[config.mk]
export PLATFORM = sky130hd
export DESIGN_NAME = mw_eeprom_reader
export DESIGN_NICKNAME = d
export VERILOG_FILES = /design/src/rtl/mw_eeprom_pkg.sv /design/src/rtl/mw_half_timer.sv /design/src/rtl/mw_cmd_shifter.sv /design/src/rtl/mw_rx_shifter.sv /design/src/rtl/mw_eeprom_reader.sv
export SDC_FILE = /design/constraint.sdc
export NUM_CORES = 1
export LEC_CHECK = 0
export ABC_CLOCK_PERIOD_IN_PS = 2300
export BUFFER_PORTS_ARGS = -buffer_cell sky130_fd_sc_hd__buf_2
export CAP_MARGIN = 20
export CORE_ASPECT_RATIO = 0.5
export CORE_MARGIN = 1
export CORE_UTILIZATION = 50
export DETAILED_ROUTE_END_ITERATION = 8
export PLACE_DENSITY = 0.71
export RECOVER_POWER = 25
export SLEW_MARGIN = 20
export SYNTH_ARGS = -nofsm -noshare
export SYNTH_HDL_FRONTEND = slang
export SYNTH_HIERARCHICAL = 1
export SYNTH_SLANG_ARGS = --single-unit
[constraint.sdc]
create_clock -name clk -period 2.3 [get_ports clk]
set_input_delay 0.46 -clock clk [delete_from_list [all_inputs] [get_ports clk]]
set_output_delay 0.46 -clock clk [all_outputs]
set_load 0.02 [all_outputs]
[src/rtl/mw_eeprom_pkg.sv]
// Package: shared constants, step encoding and pin decode for the serial
// EEPROM read controller. Assumes an 11-bit read frame and an 8-bit
// address field, as fixed by the device's command format.
package mw_eeprom_pkg;

    localparam int FRAME_BITS   = 11;
    localparam int ADDR_FIELD_W = 8;
    localparam int CMD_WORD_W   = 16;
    localparam logic [CMD_WORD_W-1:0] READ_CMD_WORD = 16'hC000;

    // One encoding per half-period step of a read transaction.
    typedef enum logic [3:0] {
        ST_IDLE,
        ST_SEL_QUIET,
        ST_SEL_SETTLE,
        ST_SEL_CS,
        ST_SEL_CLK,
        ST_CMD_LO,
        ST_CMD_HI,
        ST_CMD_END,
        ST_RD_LO,
        ST_RD_HI,
        ST_DES_CLK,
        ST_DES_CS,
        ST_DES_PROT
    } step_e;

    // Device-side pin levels for one step.
    typedef struct packed {
        logic sel;
        logic sclk;
        logic prot;
        logic mosi;
    } pins_t;

    // Build the transmitted read frame: top bits of the command word with
    // the address field placed just below the opcode.
    function automatic logic [FRAME_BITS-1:0] make_read_frame(
        input logic [ADDR_FIELD_W-1:0] field
    );
        logic [CMD_WORD_W-1:0] word;
        word = READ_CMD_WORD | (CMD_WORD_W'(field) << (CMD_WORD_W - FRAME_BITS));
        return word[CMD_WORD_W-1 -: FRAME_BITS];
    endfunction

    // Map a step to the levels on the device pins.
    function automatic pins_t step_pins(input step_e s, input logic cmd_bit);
        pins_t p;
        case (s)
            ST_SEL_QUIET,
            ST_SEL_SETTLE: p = '{sel: 1'b0, sclk: 1'b0, prot: 1'b0, mosi: 1'b0};
            ST_SEL_CS:     p = '{sel: 1'b1, sclk: 1'b0, prot: 1'b0, mosi: 1'b0};
            ST_SEL_CLK:    p = '{sel: 1'b1, sclk: 1'b1, prot: 1'b0, mosi: 1'b0};
            ST_CMD_LO:     p = '{sel: 1'b1, sclk: 1'b0, prot: 1'b0, mosi: cmd_bit};
            ST_CMD_HI:     p = '{sel: 1'b1, sclk: 1'b1, prot: 1'b0, mosi: cmd_bit};
            ST_CMD_END:    p = '{sel: 1'b1, sclk: 1'b1, prot: 1'b0, mosi: 1'b0};
            ST_RD_LO:      p = '{sel: 1'b1, sclk: 1'b0, prot: 1'b0, mosi: 1'b0};
            ST_RD_HI:      p = '{sel: 1'b1, sclk: 1'b1, prot: 1'b0, mosi: 1'b0};
            ST_DES_CLK:    p = '{sel: 1'b1, sclk: 1'b0, prot: 1'b0, mosi: 1'b0};
            ST_DES_CS:     p = '{sel: 1'b0, sclk: 1'b0, prot: 1'b0, mosi: 1'b0};
            ST_DES_PROT:   p = '{sel: 1'b0, sclk: 1'b0, prot: 1'b1, mosi: 1'b0};
            default:       p = '{sel: 1'b0, sclk: 1'b1, prot: 1'b1, mosi: 1'b0};
        endcase
        return p;
    endfunction

endpackage

[src/rtl/mw_half_timer.sv]
// Half-period timer: while run is high, pulses tick once every DIV_HALF
// system clocks. Assumes DIV_HALF >= 1. While run is low the count is
// preloaded, so the first step after run rises lasts a full DIV_HALF.
module mw_half_timer #(
    parameter int DIV_HALF = 3
) (
    input  logic clk,
    input  logic rst_n,
    input  logic run,
    output logic tick
);

    localparam int CW = (DIV_HALF > 1) ? $clog2(DIV_HALF) : 1;
    localparam logic [CW-1:0] RELOAD = CW'(DIV_HALF - 1);

    logic [CW-1:0] cnt_q;

    // Count down within a step and reload at its end or while idle.
    always_ff @(posedge clk) begin
        if (!rst_n)
            cnt_q <= RELOAD;
        else if (!run || cnt_q == '0)
            cnt_q <= RELOAD;
        else
            cnt_q <= cnt_q - 1'b1;
    end

    assign tick = run && (cnt_q == '0);

    // A tick is followed by a full step, so with DIV_HALF > 1 no tick can follow at once.
    assert_tick_spacing_R10: assert property (@(posedge clk) disable iff (!rst_n)
        (tick && DIV_HALF > 1) |=> !tick);

endmodule

[src/rtl/mw_cmd_shifter.sv]
// Command shifter: holds the read frame and presents its MSB to the data
// line. It shifts once per transmitted bit and flags the final bit.
// Assumes load and shift are never high together.
module mw_cmd_shifter #(
    parameter int BITS = 11
) (
    input  logic            clk,
    input  logic            rst_n,
    input  logic            load,
    input  logic [BITS-1:0] frame_i,
    input  logic            shift,
    output logic            bit_o,
    output logic            last_o
);

    localparam int CW = $clog2(BITS);

    logic [BITS-1:0] sr_q;
    logic [CW-1:0]   cnt_q;

    // Load the frame, or move the next bit into the MSB position.
    always_ff @(posedge clk) begin
        if (!rst_n) begin
            sr_q  <= '0;
            cnt_q <= '0;
        end else if (load) begin
            sr_q  <= frame_i;
            cnt_q <= '0;
        end else if (shift) begin
            sr_q  <= {sr_q[BITS-2:0], 1'b0};
            cnt_q <= cnt_q + 1'b1;
        end
    end

    assign bit_o  = sr_q[BITS-1];
    assign last_o = (cnt_q == CW'(BITS - 1));

    // The final command bit's shift is never followed directly by another.
    assert_frame_length_R3: assert property (@(posedge clk) disable iff (!rst_n)
        (shift && last_o) |=> !shift);

    // Load and shift are exclusive requests from the sequencer.
    assert_load_shift_excl_R3: assert property (@(posedge clk) disable iff (!rst_n)
        !(load && shift));

endmodule

[src/rtl/mw_rx_shifter.sv]
// Receive shifter: collects read bits MSB first and flags the final bit.
// Assumes clear and sample are never high together.
module mw_rx_shifter #(
    parameter int DATA_W = 16
) (
    input  logic              clk,
    input  logic              rst_n,
    input  logic              clear,
    input  logic              sample,
    input  logic              din,
    output logic [DATA_W-1:0] word_o,
    output logic              last_o
);

    localparam int CW = $clog2(DATA_W);

    logic [DATA_W-1:0] sr_q;
    logic [CW-1:0]     cnt_q;

    // Clear at the start of a read, then append one bit per sample.
    always_ff @(posedge clk) begin
        if (!rst_n) begin
            sr_q  <= '0;
            cnt_q <= '0;
        end else if (clear) begin
            sr_q  <= '0;
            cnt_q <= '0;
        end else if (sample) begin
            sr_q  <= {sr_q[DATA_W-2:0], din};
            cnt_q <= cnt_q + 1'b1;
        end
    end

    assign word_o = sr_q;
    assign last_o = (cnt_q == CW'(DATA_W - 1));

    // After the final sample, sampling stops until the next clear.
    assert_word_length_R6: assert property (@(posedge clk) disable iff (!rst_n)
        (sample && last_o) |=> !sample);

endmodule

[src/rtl/mw_eeprom_reader.sv]
// Serial EEPROM word read controller (top). Accepts a start request and
// address when idle. It selects the device, sends the read frame, clocks
// in DATA_W bits and releases the device, one step per serial half-period.
// Assumes miso_i is already synchronous to clk and that WORDS needs at
// most 8 address bits.
module mw_eeprom_reader
    import mw_eeprom_pkg::*;
#(
    parameter int  WORDS    = 128,
    parameter int  DATA_W   = 16,
    parameter int  DIV_HALF = 3,
    localparam int ADDR_W   = $clog2(WORDS)
) (
    input  logic              clk,
    input  logic              rst_n,
    input  logic              start_i,
    input  logic [ADDR_W-1:0] addr_i,
    output logic              busy_o,
    output logic              done_o,
    output logic [DATA_W-1:0] rdata_o,
    output logic              sel_o,
    output logic              sclk_o,
    output logic              prot_o,
    output logic              mosi_o,
    input  logic              miso_i
);

    step_e             state_q, state_d;
    logic              step_tick;
    logic              cmd_load, cmd_shift, cmd_bit, cmd_last;
    logic              rx_clear, rx_sample, rx_last;
    logic [DATA_W-1:0] rx_word;
    logic              done_q;
    logic [DATA_W-1:0] rdata_q;
    pins_t             pins;

    // Paces every step of the transaction.
    mw_half_timer #(.DIV_HALF(DIV_HALF)) u_timer (
        .clk   (clk),
        .rst_n (rst_n),
        .run   (busy_o),
        .tick  (step_tick)
    );

    // Holds and serialises the read frame.
    mw_cmd_shifter #(.BITS(FRAME_BITS)) u_cmd (
        .clk     (clk),
        .rst_n   (rst_n),
        .load    (cmd_load),
        .frame_i (make_read_frame(ADDR_FIELD_W'(addr_i))),
        .shift   (cmd_shift),
        .bit_o   (cmd_bit),
        .last_o  (cmd_last)
    );

    // Gathers the returned word.
    mw_rx_shifter #(.DATA_W(DATA_W)) u_rx (
        .clk    (clk),
        .rst_n  (rst_n),
        .clear  (rx_clear),
        .sample (rx_sample),
        .din    (miso_i),
        .word_o (rx_word),
        .last_o (rx_last)
    );

    // Choose the next step and the shifter strobes for this cycle.
    always_comb begin
        state_d   = state_q;
        cmd_load  = 1'b0;
        cmd_shift = 1'b0;
        rx_clear  = 1'b0;
        rx_sample = 1'b0;
        if (state_q == ST_IDLE) begin
            if (start_i) begin
                state_d  = ST_SEL_QUIET;
                cmd_load = 1'b1;
                rx_clear = 1'b1;
            end
        end else if (step_tick) begin
            case (state_q)
                ST_SEL_QUIET:  state_d = ST_SEL_SETTLE;
                ST_SEL_SETTLE: state_d = ST_SEL_CS;
                ST_SEL_CS:     state_d = ST_SEL_CLK;
                ST_SEL_CLK:    state_d = ST_CMD_LO;
                ST_CMD_LO:     state_d = ST_CMD_HI;
                ST_CMD_HI: begin
                    cmd_shift = 1'b1;
                    state_d   = cmd_last ? ST_CMD_END : ST_CMD_LO;
                end
                ST_CMD_END:    state_d = ST_RD_LO;
                ST_RD_LO:      state_d = ST_RD_HI;
                ST_RD_HI: begin
                    rx_sample = 1'b1;
                    state_d   = rx_last ? ST_DES_CLK : ST_RD_LO;
                end
                ST_DES_CLK:    state_d = ST_DES_CS;
                ST_DES_CS:     state_d = ST_DES_PROT;
                default:       state_d = ST_IDLE;
            endcase
        end
    end

    // Step register.
    always_ff @(posedge clk) begin
        if (!rst_n)
            state_q <= ST_IDLE;
        else
            state_q <= state_d;
    end

    // Completion strobe and the word holding register.
    always_ff @(posedge clk) begin
        if (!rst_n) begin
            done_q  <= 1'b0;
            rdata_q <= '0;
        end else begin
            done_q <= (state_q == ST_DES_PROT) && step_tick;
            if ((state_q == ST_DES_PROT) && step_tick)
                rdata_q <= rx_word;
        end
    end

    assign pins    = step_pins(state_q, cmd_bit);
    assign sel_o   = pins.sel;
    assign sclk_o  = pins.sclk;
    assign prot_o  = pins.prot;
    assign mosi_o  = pins.mosi;
    assign busy_o  = (state_q != ST_IDLE);
    assign done_o  = done_q;
    assign rdata_o = rdata_q;

    // Selection and protect are never active together.
    assert_sel_excludes_prot_R2: assert property (@(posedge clk) disable iff (!rst_n)
        sel_o |-> !prot_o);

    // Data-out is steady across every rising serial clock edge.
    assert_mosi_steady_rise_R4: assert property (@(posedge clk) disable iff (!rst_n)
        $rose(sclk_o) |-> $stable(mosi_o));

    // The serial clock moves only at step boundaries.
    assert_sclk_on_step_R10: assert property (@(posedge clk) disable iff (!rst_n)
        (busy_o && !step_tick) |=> $stable(sclk_o));

    // Done is a single-cycle pulse.
    assert_done_single_R8: assert property (@(posedge clk) disable iff (!rst_n)
        done_o |=> !done_o);

    // The read word changes only together with done.
    assert_rdata_hold_R8: assert property (@(posedge clk) disable iff (!rst_n)
        !done_o |-> $stable(rdata_o));

    // A start seen while busy leaves the sequence untouched.
    assert_busy_start_ignored_R9: assert property (@(posedge clk) disable iff (!rst_n)
        (busy_o && start_i && !step_tick) |=> $stable(state_q));

    // An idle controller shows the resting pin levels.
    assert_idle_levels_R1: assert property (@(posedge clk) disable iff (!rst_n)
        (!busy_o && !done_o) |-> (!sel_o && sclk_o && prot_o && !mosi_o));

endmodule

==> results of run 1 <==
## worst max-delay path, delay by kind of cell, from the launching register on
family | cells | cell delay (ns)
buf+inv | 1 | 0.13
simple gates | 5 | 1.36
compound gates | 1 | 0.09
flops | 1 | 0.34
## cell families (layout without fill, tap and decap cells)
| group | Yosys count | in the layout |
|---|---|---|
| other | 2 | 4 |
| DFF | 58 | 58 |
| adders and majority gates | 4 | 4 |
| buffers and inverters | 24 | 62 |
| xor gates and xnor gates | 4 | 4 |
| and+or+nand+nor | 106 | 106 |
| AOI/OAI and AO/OA | 45 | 45 |
| muxes | 29 | 29 |
## stage by stage
step / instance area, um^2 / power [mW] / instances
2_1_floorplan: 2610 / 1.15 / 274
3_3_place_gp: 2770 / 1.18 / 367
3_5_place_dp: 2770 / 1.18 / 367
4_1_cts: 2930 / 1.95 / 382
5_1_grt: 2910 / 2.01 / 382
6_report: 2910 / 1.92 / 382
## cells in the final DEF (no fill, tap or decap), drive strengths merged, types with 2 or more instances in the layout
| cell type | instances |
|---|---|
| dfxtp | 58 |
| nand2 | 43 |
| a21oi | 26 |
| clkbuf | 26 |
| nor2 | 25 |
| buf | 24 |
| mux2i | 19 |
| nand2b | 13 |
| mux2 | 10 |
| o211a | 10 |
| inv | 6 |
| clkinv | 4 |
| conb | 4 |
| nand3b | 4 |
| ha | 4 |
| xnor2 | 3 |
| o21ai | 3 |
| or2b | 3 |
| or3b | 3 |
| a211oi | 2 |
| nand4b | 2 |
| clkinvlp | 2 |
| a21bo | 2 |
| nor4b | 2 |
| and2 | 2 |
| nand4 | 2 |
## layout make-up
| cell class | instances | area, um^2 | area share (%) |
|---|---|---|---|
| Clock inverter | 6 | 35.0 | 1.20 |
| Inverter | 6 | 22.5 | 0.774 |
| Timing Repair Buffer | 41 | 206 | 7.10 |
| Multi-Input combinational cell | 192 | 1270 | 43.7 |
| Sequential cell | 58 | 1160 | 40.0 |
| Clock buffer | 9 | 124 | 4.26 |
| Tap cell | 70 | 87.6 | 3.01 |
## power by group
group          switching, mW  internal [mW]  leakage [nW]
clock network          0.385          0.375        0.0806
logic                 0.0659         0.0571         0.610
registers            0.00969           1.03         0.470
total                  0.460           1.46          1.16
## state kept, by name, indices dropped and copies added, names as in the netlist
signal         cells
done_o             1
rdata_o           16
state_q            4
u_cmd/cnt_q        4
u_cmd/sr_q        11
u_rx/cnt_q         4
u_rx/word_o       16
u_timer/cnt_q      2
## how the worst max path moves through the flow
| stage | from | end | slack (ns) | cells after the start |
|---|---|---|---|---|
| final | state_q[1] | rdata_o[11] | 0.24 | 7 |
| after global routing | u_timer/cnt_q[0] | rdata_o[12] | 0.1 | 7 |
| after floorplan | state_q[3] | u_cmd/sr_q[7] | 0.01 | 10 |
| after global placement | state_q[1] | u_cmd/sr_q[6] | 0.34 | 8 |
| after detailed placement | u_timer/cnt_q[0] | rdata_o[0] | 0.28 | 7 |
| after CTS | u_timer/cnt_q[0] | rdata_o[11] | 0.23 | 7 |
## layer usage
| metal | part of all wire, % | vias to the layer above | wire length, um | global-route usage [%] |
|---|---|---|---|---|
| li1 | - | 992 | - | - |
| met1 | 45 | 909 | 1980 | 19.7 |
| met2 | 47 | 45 | 2080 | 29.9 |
| met3 | 6.7 | 10 | 295 | 8.00 |
| met4 | 1.8 | 0 | 81 | 9.39 |
| met5 | 0 | - | 0 | 0 |
==> impl_metrics.py, run 1 <==
metrics = {
    "sta": {
        "whs_ns": 0.365,
        "slew_violations": 0,
        "fmax_mhz": 486,
        "slew-limit-headroom_pct": 60.0,
        "hold_violations": 0,
        "rsz0062_at_grt": "no",
        "period_share_pct": 89.4,
        "worst_pin_slew_ns": 0.599,
        "finClkSkew_ns": 0.00449,
        "finalSetupTns_ns": 0,
        "post-route-min-period_ns": 2.06,
        "setup_viol": 0,
        "setup_slack_ns": 0.244,
    },
    "critical_path": {
        "cp-end-kind": "flip-flop",
        "rr_worst_depth": 7,
        "cp_cell_sequence": "nor4_1, inv_1, and2_4, nand2_2, or4b_1, nand2_1, a21oi_1",
        "r2r_slack_ns": 0.24,
        "critPathKind": "flip-flop to flip-flop",
        "worst_ep_required_time_ns": 2.49,
        "max_stage_delay_ns": 0.80,
        "cp_slowest_cell": "or4b_1",
        "rr_endpoint": "rdata_o[11]",
        "arrival_ns": 2.24,
        "crit_fanout": 17,
        "start_kind": "flip-flop",
        "r2r_start": "state_q[1]",
    },
    "die": {
        "ioPinCount": 33,
        "core_area_mm2": 0.00493,
        "die_w_um": 103,
        "dieArea_mm2": 0.00545,
        "rows": 18,
        "start_util_pct": 52.1,
        "die_h_um": 52.7,
    },
    "status": {
        "status": "finished clean",
    },
    "synthesis": {
        "synth_area_per_cell_um2": 9.44,
        "synth_top_area_cell": "dfxtp_1",
        "yosys.area_share.adder_pct": 1.95,
        "synth_top_area_share_pct": 45.2,
        "yosys_warnings": 6,
        "ys_top_cells_by_area": "dfxtp_1 (45%), mux2i_1 (7.4%), nand2_1 (6.1%)",
        "syn_area_mm2": 0.00257,
        "synthArstFlopShare_pct": 0,
        "synth_top_family_by_area": "simple AND/OR/NAND/NOR gates",
        "synth_edf_count": 0,
        "synth_compound_area_share_pct": 11.6,
        "synth_most_common_cell": "dfxtp_1",
        "syn_inst": 272,
        "ys.flop_type": "dfxtp_1",
        "yosys.area_share.simple_pct": 21.9,
        "muxShareOfSynthArea_pct": 11.8,
        "synthXorXnorAreaFrac_pct": 1.36,
        "ys_ff_latch": 58,
        "synthTopCellsByCount": "dfxtp_1 (58), nand2_1 (42), a21oi_1 (26), nor2_1 (25), mux2i_1 (19)",
        "ys_types": 41,
        "seq_area_frac_synth_pct": 45.2,
    },
    "grt": {
        "antenna_found_initial": 0,
        "grt_start_max_net_pins": 24,
        "grt.total_usage_pct": 18.0,
        "grt_pass1_wl_mm": 7.11,
        "grt_pass1_vias": 1657,
        "overflow": 0,
    },
    "route": {
        "vias": 1956,
        "vias_per_cell": 5.12,
        "avgRoutedWirePerCell_um": 11.6,
        "final_antenna_net_count": 0,
        "post-route-drc-count": 0,
        "wl_mm": 4.43,
        "drt_iter0_markers": 68,
        "drt_pass1_iterations": 4,
    },
    "power_and_ir_drop": {
        "leakage_nw": 1.16,
        "ir_worst_vdd_v": 0.000332,
        "power_density_mw_per_mm2": 659,
    },
    "cts": {
        "clockBufferDepth": 2,
        "cts-root-buf": "clkbuf_8",
        "post_cts_buffers": 0,
        "cts.hold.buffers_added": 0,
        "cts.sinks": 58,
        "cts_tree": "built",
        "clk_pin_slew_ns": 0.06,
        "cts_resized": 0,
        "cts_made_buffers": 9,
        "insertion_delay_ns": 0.33,
        "htree_levels": 3,
    },
    "placed_design": {
        "place_congestion": 0.853,
        "post-place-ws_ns": 0.278,
        "io_buffers": 32,
        "dp_hpwl_mm": 2.96,
    },
    "cells_and_area": {
        "fin_nets": 323,
        "drive_gt1_share_pct": 18.9,
        "insertedDiodeCount": 0,
        "fin_util_pct": 59.0,
        "syn_to_final_growth_pct": 13.2,
        "fill_cells": 458,
    },
    "run": {
        "maxCapViolations": 0,
    },
    "min_path": {
        "hold_path_depth": 3,
        "hp-start": "miso_i",
        "min_to": "u_rx/word_o[0]",
        "hold_path_class": "input pin to flip-flop",
    },
}
No activity file was read; power rests on OpenSTA's default activity.
==> inputs of run 2 (changes only) <==
Settings changed: CORE_MARGIN 1 to unset, SETUP_SLACK_MARGIN set to 0.4.
==> run 2 against run 1 <==
Compared with the run above:
- cell area increased by 11%
- first-iteration DRC count rose by 49%
- count of clock-buffer cells in the layout up 2
- critical endpoint is now u_cmd/sr_q[1]
- setup slack improved by 0.10 ns
- clock power is 36% higher
- combinational power increased by 29%
==> impl_metrics.py, run 2 (synthesized netlist as in run 1, its figures left out) <==
metrics = {
    "status": {
        "status": "finished clean",
    },
    "die": {
        "dieArea_mm2": 0.00545,
        "start_util_pct": 52.1,
        "die_h_um": 52.7,
        "core_area_mm2": 0.00493,
        "rows": 18,
        "die_w_um": 103,
        "ioPinCount": 33,
    },
    "route": {
        "final_antenna_net_count": 0,
        "vias_per_cell": 5.04,
        "wl_mm": 5.11,
        "vias": 1995,
        "drt_iter0_markers": 101,
        "avgRoutedWirePerCell_um": 12.9,
        "post-route-drc-count": 0,
        "drt_pass1_iterations": 4,
    },
    "grt": {
        "grt_start_max_net_pins": 22,
        "grt_pass1_vias": 1662,
        "grt_pass1_wl_mm": 7.76,
        "grt.total_usage_pct": 19.8,
        "antenna_found_initial": 0,
        "overflow": 0,
    },
    "sta": {
        "finClkSkew_ns": 0.00532,
        "rsz0062_at_grt": "yes",
        "slew_violations": 0,
        "post-route-min-period_ns": 1.95,
        "setup_viol": 0,
        "period_share_pct": 84.8,
        "fmax_mhz": 513,
        "finalSetupTns_ns": 0,
        "slew-limit-headroom_pct": 55.9,
        "worst_pin_slew_ns": 0.661,
        "hold_violations": 0,
    },
    "placed_design": {
        "dp_hpwl_mm": 2.99,
        "place_congestion": 0.846,
        "dp.cells": 366,
        "io_buffers": 32,
    },
    "cts": {
        "insertion_delay_ns": 0.33,
        "cts_tree": "built",
        "cts-root-buf": "clkbuf_8",
        "clk_pin_slew_ns": 0.06,
        "clockBufferDepth": 2,
        "cts.hold.buffers_added": 0,
        "cts_made_buffers": 9,
        "cts.sinks": 58,
        "htree_levels": 3,
    },
    "critical_path": {
        "cp_slowest_cell": "nor4_1",
        "start_kind": "flip-flop",
        "cp_cell_sequence": "nor4_1, inv_2, and2_4, nand2_8, nor4b_4, buf_6, mux2_4, o211a_1",
        "critPathKind": "flip-flop to flip-flop",
        "arrival_ns": 2.18,
        "worst_ep_required_time_ns": 2.53,
        "max_stage_delay_ns": 0.44,
        "crit_fanout": 7,
        "cp-end-kind": "flip-flop",
        "r2r_start": "state_q[1]",
        "crit_start": "state_q[1]",
    },
    "power_and_ir_drop": {
        "leakage_nw": 1.29,
        "power_density_mw_per_mm2": 691,
        "ir_worst_vdd_v": 0.000350,
    },
    "cells_and_area": {
        "most-common-layout-cells": "dfxtp_1 (52), nand2_1 (42), nor2_1 (25), a21oi_1 (25), mux2i_1 (19)",
        "syn_to_final_growth_pct": 25.2,
        "instances_no_fill": 396,
        "mostFrequentLayoutCell": "dfxtp_1",
        "fin_nets": 336,
        "drive_gt1_share_pct": 26.4,
        "insertedDiodeCount": 0,
    },
    "min_path": {
        "hold_path_class": "input pin to flip-flop",
        "hp-start": "miso_i",
    },
    "run": {
        "maxCapViolations": 0,
    },
}
run 2: stage by stage:
step                instance area [um^2]  setup WS, ns  utilization [%]  total power, mW  hold slack [ns]
finish                              3220         0.349             65.2             2.22            0.370
global route                        3220         0.232             65.2             2.32            0.365
CTS                                 3120         0.383             63.3             2.23            0.356
detailed placement                  2820         0.199             57.1             1.19            0.445
global placement                    2820         0.267             57.1             1.18            0.440
floorplan                           2670         0.190                -             1.16            0.431
run 2: worst paths after layout:
path                    endpoint  slack (ns)  depth (start not counted)
setup reg to reg   u_cmd/sr_q[1]        0.35                          8
hold reg to reg      rdata_o[15]        0.45                          2
setup / recovery   u_cmd/sr_q[1]        0.35                          8
hold / removal    u_rx/word_o[0]        0.37                          3
run 2: routing by layer:
metal | vias up | track usage, % | part of all wire (%)
met3 | 8 | 8.40 | 4.7
met1 | 921 | 23.6 | 46
li1 | 1021 | - | -
met5 | - | 0 | 0
met4 | 0 | 8.45 | 1.2
met2 | 45 | 31.5 | 48
run 2: layout make-up:
type / instances / area (um^2)
Multi-Input combinational cell: 192 / 1370
Timing Repair Buffer: 54 / 340
Tap cell: 70 / 87.6
Clock inverter: 5 / 76.3
Fill cell: 414 / 1720
Inverter: 6 / 22.5
Clock buffer: 11 / 141
Sequential cell: 58 / 1180
run 2: what timing repair did:
item	in CTS	in global routing
resized for setup	4	25
hold endpoints to repair	0	0
gates cloned	1	0
pin swaps	2	5
endpoints found under the setup margin	17	18
setup buffers	9	4
run 2: report_power, final:
part	switching (mW)	total, mW	internal, mW	leakage (nW)
clock	0.390	1.03	0.636	0.114
combinational	0.0768	0.159	0.0818	0.708
sequential	0.0124	1.04	1.02	0.473
run 2: worst max-delay path, delay by kind of cell, from the launching register on:
family          cells  cell delay, ns
compound gates      1            0.22
buf+inv             2            0.25
flops               1            0.34
mux                 1            0.29
simple gates        4            0.74
==> inputs of run 3 (changes only) <==
Settings changed: ABC_CLOCK_PERIOD_IN_PS 2300 to 1900, PLACE_DENSITY 0.71 to 0.68.
Clock period 2.3 ns to 1.9 ns, I/O delays scaled along.
==> run 3 against run 2 <==
Compared with the run above:
- critical path depth up 1
- hold slack worse by 0.081 ns
- core utilization increased by 2.9 points
- cell count rose by 1.5%
- via count rose by 3.8%
- setup slack lost 0.35 ns
- critical endpoint unchanged
==> impl_metrics.py, run 3 (synthesized netlist as in run 1, its figures left out) <==
metrics = {
    "cts": {
        "clockBufferDepth": 2,
        "cts-root-buf": "clkbuf_8",
        "htree_levels": 3,
        "cts_tree": "built",
        "clk_pin_slew_ns": 0.07,
        "insertion_delay_ns": 0.33,
        "cts.sinks": 58,
        "cts_made_buffers": 9,
    },
    "critical_path": {
        "start_kind": "flip-flop",
        "worst_ep_required_time_ns": 2.12,
        "cp-end-kind": "flip-flop",
        "arrival_ns": 2.12,
        "critPathKind": "flip-flop to flip-flop",
        "max_stage_delay_ns": 0.33,
        "cp_slowest_cell": "dfxtp_2",
        "rr_worst_depth": 9,
        "cp_cell_sequence": "inv_2, ha_4, and2_4, nand2_4, nor4b_4, buf_4, buf_12, mux2_2, o211a_1",
        "crit_fanout": 6,
    },
    "sta": {
        "rsz0062_at_grt": "yes",
        "finClkSkew_ns": 0.00970,
        "fmax_mhz": 527,
        "hold_violations": 0,
        "slew-limit-headroom_pct": 57.6,
        "setup_viol": 0,
        "finalSetupTns_ns": 0,
        "whs_ns": 0.289,
        "period_share_pct": 100,
        "slew_violations": 0,
        "worst_pin_slew_ns": 0.635,
        "post-route-min-period_ns": 1.90,
    },
    "status": {
        "status": "finished clean",
    },
    "route": {
        "avgRoutedWirePerCell_um": 12.9,
        "post-route-drc-count": 0,
        "drt_iter0_markers": 76,
        "drt_pass1_iterations": 4,
        "vias_per_cell": 5.15,
        "wl_mm": 5.21,
        "final_antenna_net_count": 0,
        "vias": 2070,
    },
    "run": {
        "maxCapViolations": 0,
    },
    "power_and_ir_drop": {
        "power_density_mw_per_mm2": 716,
        "leakage_nw": 1.36,
        "ir_worst_vdd_v": 0.000496,
        "p_sw_share_pct": 24.6,
        "switchingPower_mw": 0.591,
        "power_frac_seq_pct": 52.1,
        "comb_power_share_pct": 9.2,
        "intPower_mw": 1.82,
        "clkPwrFrac_pct": 38.7,
    },
    "grt": {
        "grt_start_max_net_pins": 26,
        "overflow": 0,
        "grt_pass1_vias": 1883,
        "antenna_found_initial": 0,
        "grt.total_usage_pct": 20.1,
        "grt_pass1_wl_mm": 8.09,
    },
    "die": {
        "die_h_um": 52.7,
        "die_w_um": 103,
        "core_area_mm2": 0.00493,
        "dieArea_mm2": 0.00545,
        "rows": 18,
        "ioPinCount": 33,
        "start_util_pct": 52.1,
    },
    "cells_and_area": {
        "fin_util_pct": 68.1,
        "insertedDiodeCount": 0,
        "most-common-layout-cells": "dfxtp_1 (52), nand2_1 (40), a21oi_1 (24)",
        "mostFrequentLayoutCell": "dfxtp_1",
        "drive_gt1_share_pct": 31.6,
        "fin_nets": 343,
        "instances_no_fill": 402,
        "syn_to_final_growth_pct": 30.8,
        "stdcell_area_mm2": 0.00336,
    },
    "placed_design": {
        "io_buffers": 32,
        "dp_hpwl_mm": 3.14,
        "dp.cells": 371,
        "place_area_mm2": 0.00288,
        "place_congestion": 0.804,
    },
    "min_path": {
        "hold_path_class": "input pin to flip-flop",
        "hold_path_depth": 3,
    },
}
run 3: changes by cell type in the layout (fill, tap and decap cells not counted), sizes merged:
| cell | change |
|---|---|
| bufinv | -2 |
| clkinv | +2 |
| clkbuf | -3 |
| buf | +7 |
| clkinvlp | +1 |
| bufbuf | +1 |
run 3: critical path, delay by kind of cell, from the launching register on:
family | cells | cell delay, ns
muxes | 1 | 0.33
and+or+nand+nor | 3 | 0.45
AOI/OAI and AO/OA | 1 | 0.22
adders and majority gates | 1 | 0.12
buffers and inverters | 3 | 0.34
DFF | 1 | 0.33
run 3: repair_timing:
action | 4_1_cts | 5_1_grt
setup endpoints to repair | 58 | 60
setup buffers | 8 | 6
gates cloned | 1 | 1
hold buffers | 0 | 0
resized for setup | 28 | 22
pin swaps | 7 | 7
run 3: power by group through the flow:
stage | sequential, mW | clock [mW] | combinational [mW]
2_1_floorplan | 1.28 | 0 | 0.125
3_3_place_gp | 1.28 | 0 | 0.161
3_5_place_dp | 1.28 | 0 | 0.167
4_1_cts | 1.25 | 0.957 | 0.203
5_1_grt | 1.26 | 1.02 | 0.240
6_report | 1.25 | 0.931 | 0.221
run 3: per-stage QoR:
step	setup WS (ns)	total power [mW]
after floorplan	-0.210	1.40
after global placement	0.0140	1.44
after detailed placement	-0.0699	1.45
after CTS	0.0430	2.41
after global routing	-0.0598	2.52
final	0.000747	2.41
run 3: area by class of cell:
type / count / area, um^2
clock buffer: 9 / 124
clock inverter: 6 / 33.8
fill: 384 / 1570
inverter: 6 / 25.0
multi-input combinational: 192 / 1410
sequential: 58 / 1170
tap: 70 / 87.6
timing repair buffer: 61 / 509
run 3: worst paths after layout:
| kind | to | slack, ns | startpoint |
|---|---|---|---|
| hold / removal | u_rx/word_o[0] | 0.29 | miso_i |
| setup reg to reg | u_cmd/sr_q[1] | 0.0007 | u_timer/cnt_q[0] |
| hold reg to reg | rdata_o[9] | 0.45 | rdata_o[9] |
| setup / recovery | u_cmd/sr_q[1] | 0.0007 | u_timer/cnt_q[0] |
run 3: routing by layer:
layer  wire length [um]  part of all wire [%]  track usage, %
met5                  0                     0               0
met4                 77                   1.5            8.92
met3                211                   4.1            6.53
met2               2630                    50            37.1
met1               2290                    44            21.2
